## src/rtl/serial_rx_pkg.sv

```systemverilog
package serial_rx_pkg;

  localparam int RX_MAX_BITS = 8;
  localparam int RX_MIN_BITS = 5;
  localparam int RX_IDX_W    = $clog2(RX_MAX_BITS);

  typedef enum logic [1:0] {
    RXP_EVEN   = 2'd0,
    RXP_ODD    = 2'd1,
    RXP_SKIP   = 2'd2,   // parity bit present, not checked
    RXP_ABSENT = 2'd3    // no parity bit in the frame
  } rx_par_e;

  // Strobes from the frame sequencer to the datapath
  typedef struct packed {
    logic                startFrame;
    logic                sampleData;
    logic                sampleParity;
    logic                sampleStop;
    logic                loadChar;
    logic [RX_IDX_W-1:0] bitIdx;
  } rx_strobe_t;

  function automatic rx_par_e decodeRxParity(input logic [2:0] ctl);
    rx_par_e mode;
    case (ctl)
      3'b000, 3'b011: mode = RXP_EVEN;
      3'b001, 3'b010: mode = RXP_ODD;
      3'b100, 3'b101: mode = RXP_SKIP;
      default:        mode = RXP_ABSENT;
    endcase
    return mode;
  endfunction

endpackage

```

## src/rtl/serial_rx_ctrl.sv

```systemverilog
module serial_rx_ctrl
  import serial_rx_pkg::*;
#(
  parameter int OVERSAMPLE = 16
) (
  input  logic       clk,
  input  logic       rstN,
  input  logic       tick16,
  input  logic       lineS,
  input  logic       fallEdge,
  input  logic       rxEnable,
  input  logic [1:0] wordLenSel,
  input  rx_par_e    parMode,
  input  logic       stopSel,
  output rx_strobe_t strb
);

  localparam int CNT_W    = $clog2(OVERSAMPLE);
  localparam int MID_TICK = OVERSAMPLE / 2 - 1;
  localparam int END_TICK = OVERSAMPLE - 1;

  typedef enum logic [2:0] {
    ST_IDLE, ST_START, ST_DATA, ST_PARITY, ST_STOP1, ST_STOP2, ST_LOAD
  } rx_state_e;

  rx_state_e           state, stateNxt;
  logic [CNT_W-1:0]    tickCnt, cntNxt;
  logic [RX_IDX_W-1:0] bitIdx, idxNxt;
  logic                atMid, atEnd, lastBit, twoStops;

  assign atMid    = tick16 && (tickCnt == CNT_W'(MID_TICK));
  assign atEnd    = tick16 && (tickCnt == CNT_W'(END_TICK));
  assign lastBit  = (bitIdx == RX_IDX_W'(wordLenSel) + RX_IDX_W'(RX_MIN_BITS - 1));
  assign twoStops = stopSel && (wordLenSel != 2'b00);

  always_comb begin
    stateNxt    = state;
    cntNxt      = tickCnt;
    idxNxt      = bitIdx;
    strb        = '0;
    strb.bitIdx = bitIdx;

    if (tick16 && state != ST_IDLE && state != ST_LOAD)
      cntNxt = atEnd ? '0 : tickCnt + CNT_W'(1);

    case (state)
      ST_IDLE: begin
        cntNxt = '0;
        if (fallEdge) begin
          stateNxt        = ST_START;
          strb.startFrame = 1'b1;
        end
      end
      ST_START: begin
        if (atMid) begin
          cntNxt   = '0;
          idxNxt   = '0;
          stateNxt = lineS ? ST_IDLE : ST_DATA;
        end
      end
      ST_DATA: begin
        if (atEnd) begin
          strb.sampleData = 1'b1;
          if (lastBit) begin
            idxNxt   = '0;
            stateNxt = (parMode == RXP_ABSENT) ? ST_STOP1 : ST_PARITY;
          end else begin
            idxNxt = bitIdx + RX_IDX_W'(1);
          end
        end
      end
      ST_PARITY: begin
        if (atEnd) begin
          strb.sampleParity = 1'b1;
          stateNxt          = ST_STOP1;
        end
      end
      ST_STOP1: begin
        if (atEnd) begin
          strb.sampleStop = 1'b1;
          stateNxt        = twoStops ? ST_STOP2 : ST_LOAD;
        end
      end
      ST_STOP2: begin
        if (atEnd) begin
          strb.sampleStop = 1'b1;
          stateNxt        = ST_LOAD;
        end
      end
      ST_LOAD: begin
        strb.loadChar = 1'b1;
        stateNxt      = ST_IDLE;
      end
      default: stateNxt = ST_IDLE;
    endcase

    if (!rxEnable) begin
      stateNxt = ST_IDLE;
      cntNxt   = '0;
      idxNxt   = '0;
      strb     = '0;
    end
  end

  always_ff @(posedge clk or negedge rstN) begin
    if (!rstN) begin
      state   <= ST_IDLE;
      tickCnt <= '0;
      bitIdx  <= '0;
    end else begin
      state   <= stateNxt;
      tickCnt <= cntNxt;
      bitIdx  <= idxNxt;
    end
  end

endmodule

```

## src/rtl/serial_rx_datapath.sv

```systemverilog
module serial_rx_datapath
  import serial_rx_pkg::*;
#(
  parameter int SYNC_STAGES = 2
) (
  input  logic                   clk,
  input  logic                   rstN,
  input  logic                   serialIn,
  input  logic                   loopIn,
  input  logic                   loopSel,
  input  rx_par_e                parMode,
  input  rx_strobe_t             strb,
  input  logic                   readStrobe,
  output logic                   lineS,
  output logic                   fallEdge,
  output logic [RX_MAX_BITS-1:0] rxData,
  output logic                   dataReady,
  output logic                   parityErr,
  output logic                   framingErr,
  output logic                   overrunErr,
  output logic                   breakDet
);

  logic                   srcLine, prevLine;
  logic [SYNC_STAGES-1:0] syncQ;
  logic [RX_MAX_BITS-1:0] asmData;
  logic                   parAcc, allZero, stopBad, parFail, accept, anySample;

  assign srcLine = loopSel ? loopIn : serialIn;

  always_ff @(posedge clk or negedge rstN) begin
    if (!rstN) begin
      syncQ    <= '1;
      prevLine <= 1'b1;
    end else begin
      syncQ    <= {syncQ[SYNC_STAGES-2:0], srcLine};
      prevLine <= syncQ[SYNC_STAGES-1];
    end
  end

  assign lineS    = syncQ[SYNC_STAGES-1];
  assign fallEdge = prevLine && !lineS;

  assign anySample = strb.sampleData || strb.sampleParity || strb.sampleStop;

  always_ff @(posedge clk or negedge rstN) begin
    if (!rstN) begin
      asmData <= '0;
      parAcc  <= 1'b0;
      allZero <= 1'b1;
      stopBad <= 1'b0;
    end else if (strb.startFrame) begin
      asmData <= '0;
      parAcc  <= 1'b0;
      allZero <= 1'b1;
      stopBad <= 1'b0;
    end else begin
      if (strb.sampleData)
        asmData[strb.bitIdx] <= lineS;
      if (strb.sampleData || strb.sampleParity)
        parAcc <= parAcc ^ lineS;
      if (anySample && lineS)
        allZero <= 1'b0;
      if (strb.sampleStop && !lineS)
        stopBad <= 1'b1;
    end
  end

  always_comb begin
    case (parMode)
      RXP_EVEN: parFail = parAcc;
      RXP_ODD:  parFail = !parAcc;
      default:  parFail = 1'b0;
    endcase
  end

  assign accept = strb.loadChar && (!dataReady || readStrobe);

  always_ff @(posedge clk or negedge rstN) begin
    if (!rstN) begin
      rxData     <= '0;
      dataReady  <= 1'b0;
      parityErr  <= 1'b0;
      framingErr <= 1'b0;
      breakDet   <= 1'b0;
      overrunErr <= 1'b0;
    end else if (accept) begin
      rxData     <= asmData;
      dataReady  <= 1'b1;
      parityErr  <= parFail;
      framingErr <= stopBad;
      breakDet   <= allZero;
      overrunErr <= 1'b0;
    end else if (strb.loadChar) begin
      overrunErr <= 1'b1;
    end else if (readStrobe) begin
      dataReady  <= 1'b0;
      parityErr  <= 1'b0;
      framingErr <= 1'b0;
      breakDet   <= 1'b0;
      overrunErr <= 1'b0;
    end
  end

endmodule

```

## src/rtl/serial_rx_unit.sv

```systemverilog
module serial_rx_unit
  import serial_rx_pkg::*;
#(
  parameter int OVERSAMPLE  = 16,
  parameter int SYNC_STAGES = 2
) (
  input  logic       clk,
  input  logic       rstN,
  input  logic       tick16,
  input  logic       serialIn,
  input  logic       loopIn,
  input  logic       loopSel,
  input  logic       rxEnable,
  input  logic [1:0] wordLenSel,
  input  logic [2:0] parityCtl,
  input  logic       stopSel,
  input  logic       readStrobe,
  output logic [7:0] rxData,
  output logic       dataReady,
  output logic       parityErr,
  output logic       framingErr,
  output logic       overrunErr,
  output logic       breakDet
);

  rx_par_e    parMode;
  rx_strobe_t strb;
  logic       lineS, fallEdge, loadPulse;

  assign parMode   = decodeRxParity(parityCtl);
  assign loadPulse = strb.loadChar;

  serial_rx_ctrl #(.OVERSAMPLE(OVERSAMPLE)) ctrl_i (
    .clk        (clk),
    .rstN       (rstN),
    .tick16     (tick16),
    .lineS      (lineS),
    .fallEdge   (fallEdge),
    .rxEnable   (rxEnable),
    .wordLenSel (wordLenSel),
    .parMode    (parMode),
    .stopSel    (stopSel),
    .strb       (strb)
  );

  serial_rx_datapath #(.SYNC_STAGES(SYNC_STAGES)) dp_i (
    .clk        (clk),
    .rstN       (rstN),
    .serialIn   (serialIn),
    .loopIn     (loopIn),
    .loopSel    (loopSel),
    .parMode    (parMode),
    .strb       (strb),
    .readStrobe (readStrobe),
    .lineS      (lineS),
    .fallEdge   (fallEdge),
    .rxData     (rxData),
    .dataReady  (dataReady),
    .parityErr  (parityErr),
    .framingErr (framingErr),
    .overrunErr (overrunErr),
    .breakDet   (breakDet)
  );

endmodule

```

## config.mk

```make
export PLATFORM = sky130hd
export DESIGN_NAME = serial_rx_unit
export DESIGN_NICKNAME = d
export VERILOG_FILES = /design/src/rtl/serial_rx_pkg.sv /design/src/rtl/serial_rx_ctrl.sv /design/src/rtl/serial_rx_datapath.sv /design/src/rtl/serial_rx_unit.sv
export SDC_FILE = /design/constraint.sdc
export NUM_CORES = 1
export LEC_CHECK = 0
export ABC_CLOCK_PERIOD_IN_PS = 2100
export BUFFER_PORTS_ARGS = -buffer_cell sky130_fd_sc_hd__buf_2
export CORE_ASPECT_RATIO = 0.7
export CORE_MARGIN = 5
export CORE_UTILIZATION = 45
export CTS_BUF_LIST = sky130_fd_sc_hd__clkbuf_2 sky130_fd_sc_hd__clkbuf_4 sky130_fd_sc_hd__clkbuf_8
export DETAILED_ROUTE_END_ITERATION = 10
export RECOVER_POWER = 25
export SETUP_SLACK_MARGIN = 0.15
export SYNTH_ARGS = -nofsm -noshare
export SYNTH_HDL_FRONTEND = slang
export SYNTH_HIERARCHICAL = 1
export SYNTH_SLANG_ARGS = --single-unit
```

## constraint.sdc

```tcl
create_clock -name clk -period 2.1 [get_ports clk]
set_input_delay 0.42 -clock clk [delete_from_list [all_inputs] [get_ports clk]]
set_output_delay 0.42 -clock clk [all_outputs]
set_load 0.005 [all_outputs]
```

==> results.py <==
metrics = {
    "sta": {
        "finalMaxSlewViolations": 0,
        "rsz0062_at_grt": "no",
        "max_freq_mhz": 587,
        "whs_ns": 0.268,
        "setup_tns_ns": 0,
        "setup_viol": 0,
        "period_share": 0.811,
        "maxSlewHeadroom": 0.387,
        "tightest_slew_ns": 0.920,
        "min_period_ns": 1.70,
        "skew_ns": 0.00581,
        "hold_viol": 0,
    },
    "detailed_routing": {
        "num_vias": 1479,
        "viasPerCell": 5.52,
        "drt_iter0_markers": 97,
        "drc": 0,
        "finalWirelength_um": 4080,
        "ant_nets": 0,
        "wl_per_cell_um": 15.2,
        "firstDrtPassIters": 4,
    },
    "global_routing": {
        "antenna_found_initial": 0,
        "grt_overflow": 0,
        "grt_util_all_layers": 0.152,
        "grt_pass1_vias": 1403,
        "grt_start_max_net_pins": 38,
        "grt_pass1_wl_um": 6800,
    },
    "cts": {
        "cts.sinks": 37,
        "clkTransAtPathRegs_ns": 0.07,
        "numCtsBuffers": 5,
        "htree_num_levels": 2,
        "cts_root_buf": "clkbuf_8",
        "post_cts_buffers": 0,
        "cts_tree": "built",
        "cts_resized": 0,
        "cts_hold_buf": 0,
        "insertion_delay_ns": 0.28,
        "clk_path_buf_depth": 2,
    },
    "place": {
        "io_buffers": 26,
        "place_inst": 260,
        "place_area_um2": 2160,
        "finalWeightedCongestion": 0.855,
        "place_hpwl_um": 2970,
    },
    "finish": {
        "design_area_um2": 2250,
        "final_core_util": 0.527,
        "final_cell_mix": "33 x dfrtp_1, 25 x buf_2, 19 x nor2_1",
        "drive_gt1_frac": 0.286,
        "final_cell_count_no_fill": 268,
        "diodes": 0,
        "syn2layout_area_growth_pct": 14.3,
        "nets": 228,
        "layout_commonest_cell": "dfrtp_1",
    },
    "critical_path": {
        "crit-reg2reg-launch": "ctrl_i/state[2]",
        "worst_path_max_delay_cell": "dfrtp_1",
        "reg2reg_to": "dp_i/asmData[0]",
        "cp-start-kind": "flip-flop",
        "worst_setup_path_end_kind": "flip-flop",
        "worstSetupPathType": "flip-flop to flip-flop",
        "path_max_fanout": 10,
        "required_ns": 2.24,
        "arrival_ns": 1.85,
        "r2r_cells": 6,
        "r2r_slack_ns": 0.40,
        "cp_slowest_stage_delay_ns": 0.49,
        "path_cells": "nand3b_1 > nor3_1 > buf_4 > nor4b_4 > mux2i_1 > nor2_1",
        "startpoint": "ctrl_i/state[2]",
    },
    "floorplanning": {
        "fp.dieH_um": 65.4,
        "start_util": 0.461,
        "die_x_um": 89.1,
        "core_area_um2": 4280,
        "rows": 20,
        "num_io_pins": 27,
        "die_area_um2": 5830,
    },
    "hold_path": {
        "worstHoldPathType": "input pin to async pin",
    },
    "yosys": {
        "postSynth.asyncResetShare": 1.00,
        "syn_area_per_cell_um2": 10.8,
        "yosysTopAreaCellShare": 0.419,
        "synth_area_leaders": "dfrtp_1 42%, mux2_4 6.1%, dfstp_2 5.3%",
        "ys_seq_area_frac": 0.472,
        "syn_inst": 183,
        "synth_nets": 199,
        "ys_warn_count": 6,
        "ys.flop_type": "dfrtp_1",
        "ys_seq_elements": 37,
        "synth_edf_count": 0,
        "synth_area_um2": 1970,
        "ys_types": 48,
        "synth.largest_area_cell": "dfrtp_1",
    },
    "job": {
        "maxCapViolCount": 0,
    },
    "status": {
        "status": "completed",
    },
    "pwr": {
        "leakagePower_nw": 1.11,
        "vdd_drop_max_uv": 378,
        "power.density_nw_per_um2": 693,
    },
}
==> layer usage <==
layer | wire, um | share of wire | up-vias | global-route usage
li1 | - | - | 717 | -
met1 | 1980 | 0.48 | 708 | 0.217
met2 | 1820 | 0.45 | 52 | 0.228
met3 | 265 | 0.065 | 2 | 0.0401
met4 | 19 | 0.0047 | 0 | 0.0390
met5 | 0 | 0 | - | 0
==> area by class of cell <==
| class | count | area, um^2 |
|---|---|---|
| multi-input combinational | 132 | 973 |
| fill | 404 | 2030 |
| timing repair buffer | 30 | 160 |
| clock buffer | 8 | 97.6 |
| sequential | 37 | 931 |
| inverter | 6 | 22.5 |
| tap | 55 | 68.8 |
==> per-stage QoR <==
step | power, mW | worst slack (ns)
floorplan | 0.976 | 0.174
global placement | 1.05 | 0.397
detailed placement | 1.05 | 0.359
CTS | 1.58 | 0.395
global route | 1.64 | 0.239
finish | 1.56 | 0.396
==> Yosys cell counts, types with 2 or more instances <==
| cell type | count |
|---|---|
| a21oi_1 | 8 |
| a31oi_1 | 2 |
| a32o_2 | 2 |
| and2_1 | 3 |
| and4bb_1 | 3 |
| buf_2 | 4 |
| clkbuf_1 | 3 |
| dfrtp_1 | 33 |
| dfstp_2 | 4 |
| ha_1 | 2 |
| inv_1 | 4 |
| inv_2 | 2 |
| mux2_4 | 8 |
| mux2i_1 | 9 |
| nand2_1 | 14 |
| nand2b_1 | 2 |
| nand3_1 | 5 |
| nand4_1 | 3 |
| nand4b_1 | 3 |
| nor2_1 | 19 |
| nor2b_1 | 2 |
| nor3_1 | 5 |
| nor3b_1 | 4 |
| o211ai_1 | 3 |
| o21a_1 | 2 |
| o21ai_0 | 4 |
| o21ai_1 | 3 |
| o31a_1 | 2 |
| o31ai_1 | 2 |
| xnor2_1 | 3 |
| xor2_1 | 3 |
==> cell families after synthesis <==
| kind of cell | Yosys count | share of synthesized area |
|---|---|---|
| XOR/XNOR | 7 | 0.0349 |
| multiplexers | 18 | 0.112 |
| AND/OR/NAND/NOR | 72 | 0.219 |
| flip-flops | 37 | 0.472 |
| buffers and inverters | 14 | 0.0343 |
| AO/OA/AOI/OAI | 33 | 0.115 |
| adder cells (fa/ha/maj) | 2 | 0.0127 |
==> where the power goes <==
part	internal (mW)	switching, mW
combinational	0.104	0.147
sequential	0.739	0.0511
clock	0.293	0.228
total	1.14	0.426
==> how the worst max path moves through the flow <==
stage	end	slack (ns)	cells past startpoint
after global routing	dp_i/asmData[0]	0.24	6
after floorplan	dp_i/rxData[0]	0.17	5
final	dp_i/asmData[0]	0.40	6
after detailed placement	dp_i/asmData[2]	0.36	7
after CTS	dp_i/asmData[2]	0.39	7
after global placement	dp_i/rxData[7]	0.40	6
==> registers in the layout, indices dropped and copies added, names as in the netlist, 2 cells and up <==
register and flops:
ctrl_i/bitIdx 3, ctrl_i/state 3, ctrl_i/tickCnt 4, dp_i/asmData 8, dp_i/rxData 8, dp_i/syncQ 2
==> worst max-delay path: cells and delay by family (launching register included) <==
family | cells | cell delay, ns
muxes | 1 | 0.21
and+or+nand+nor | 4 | 0.69
buffers and inverters | 1 | 0.19
DFF | 1 | 0.49
Power figures use the tool's default switching activity.
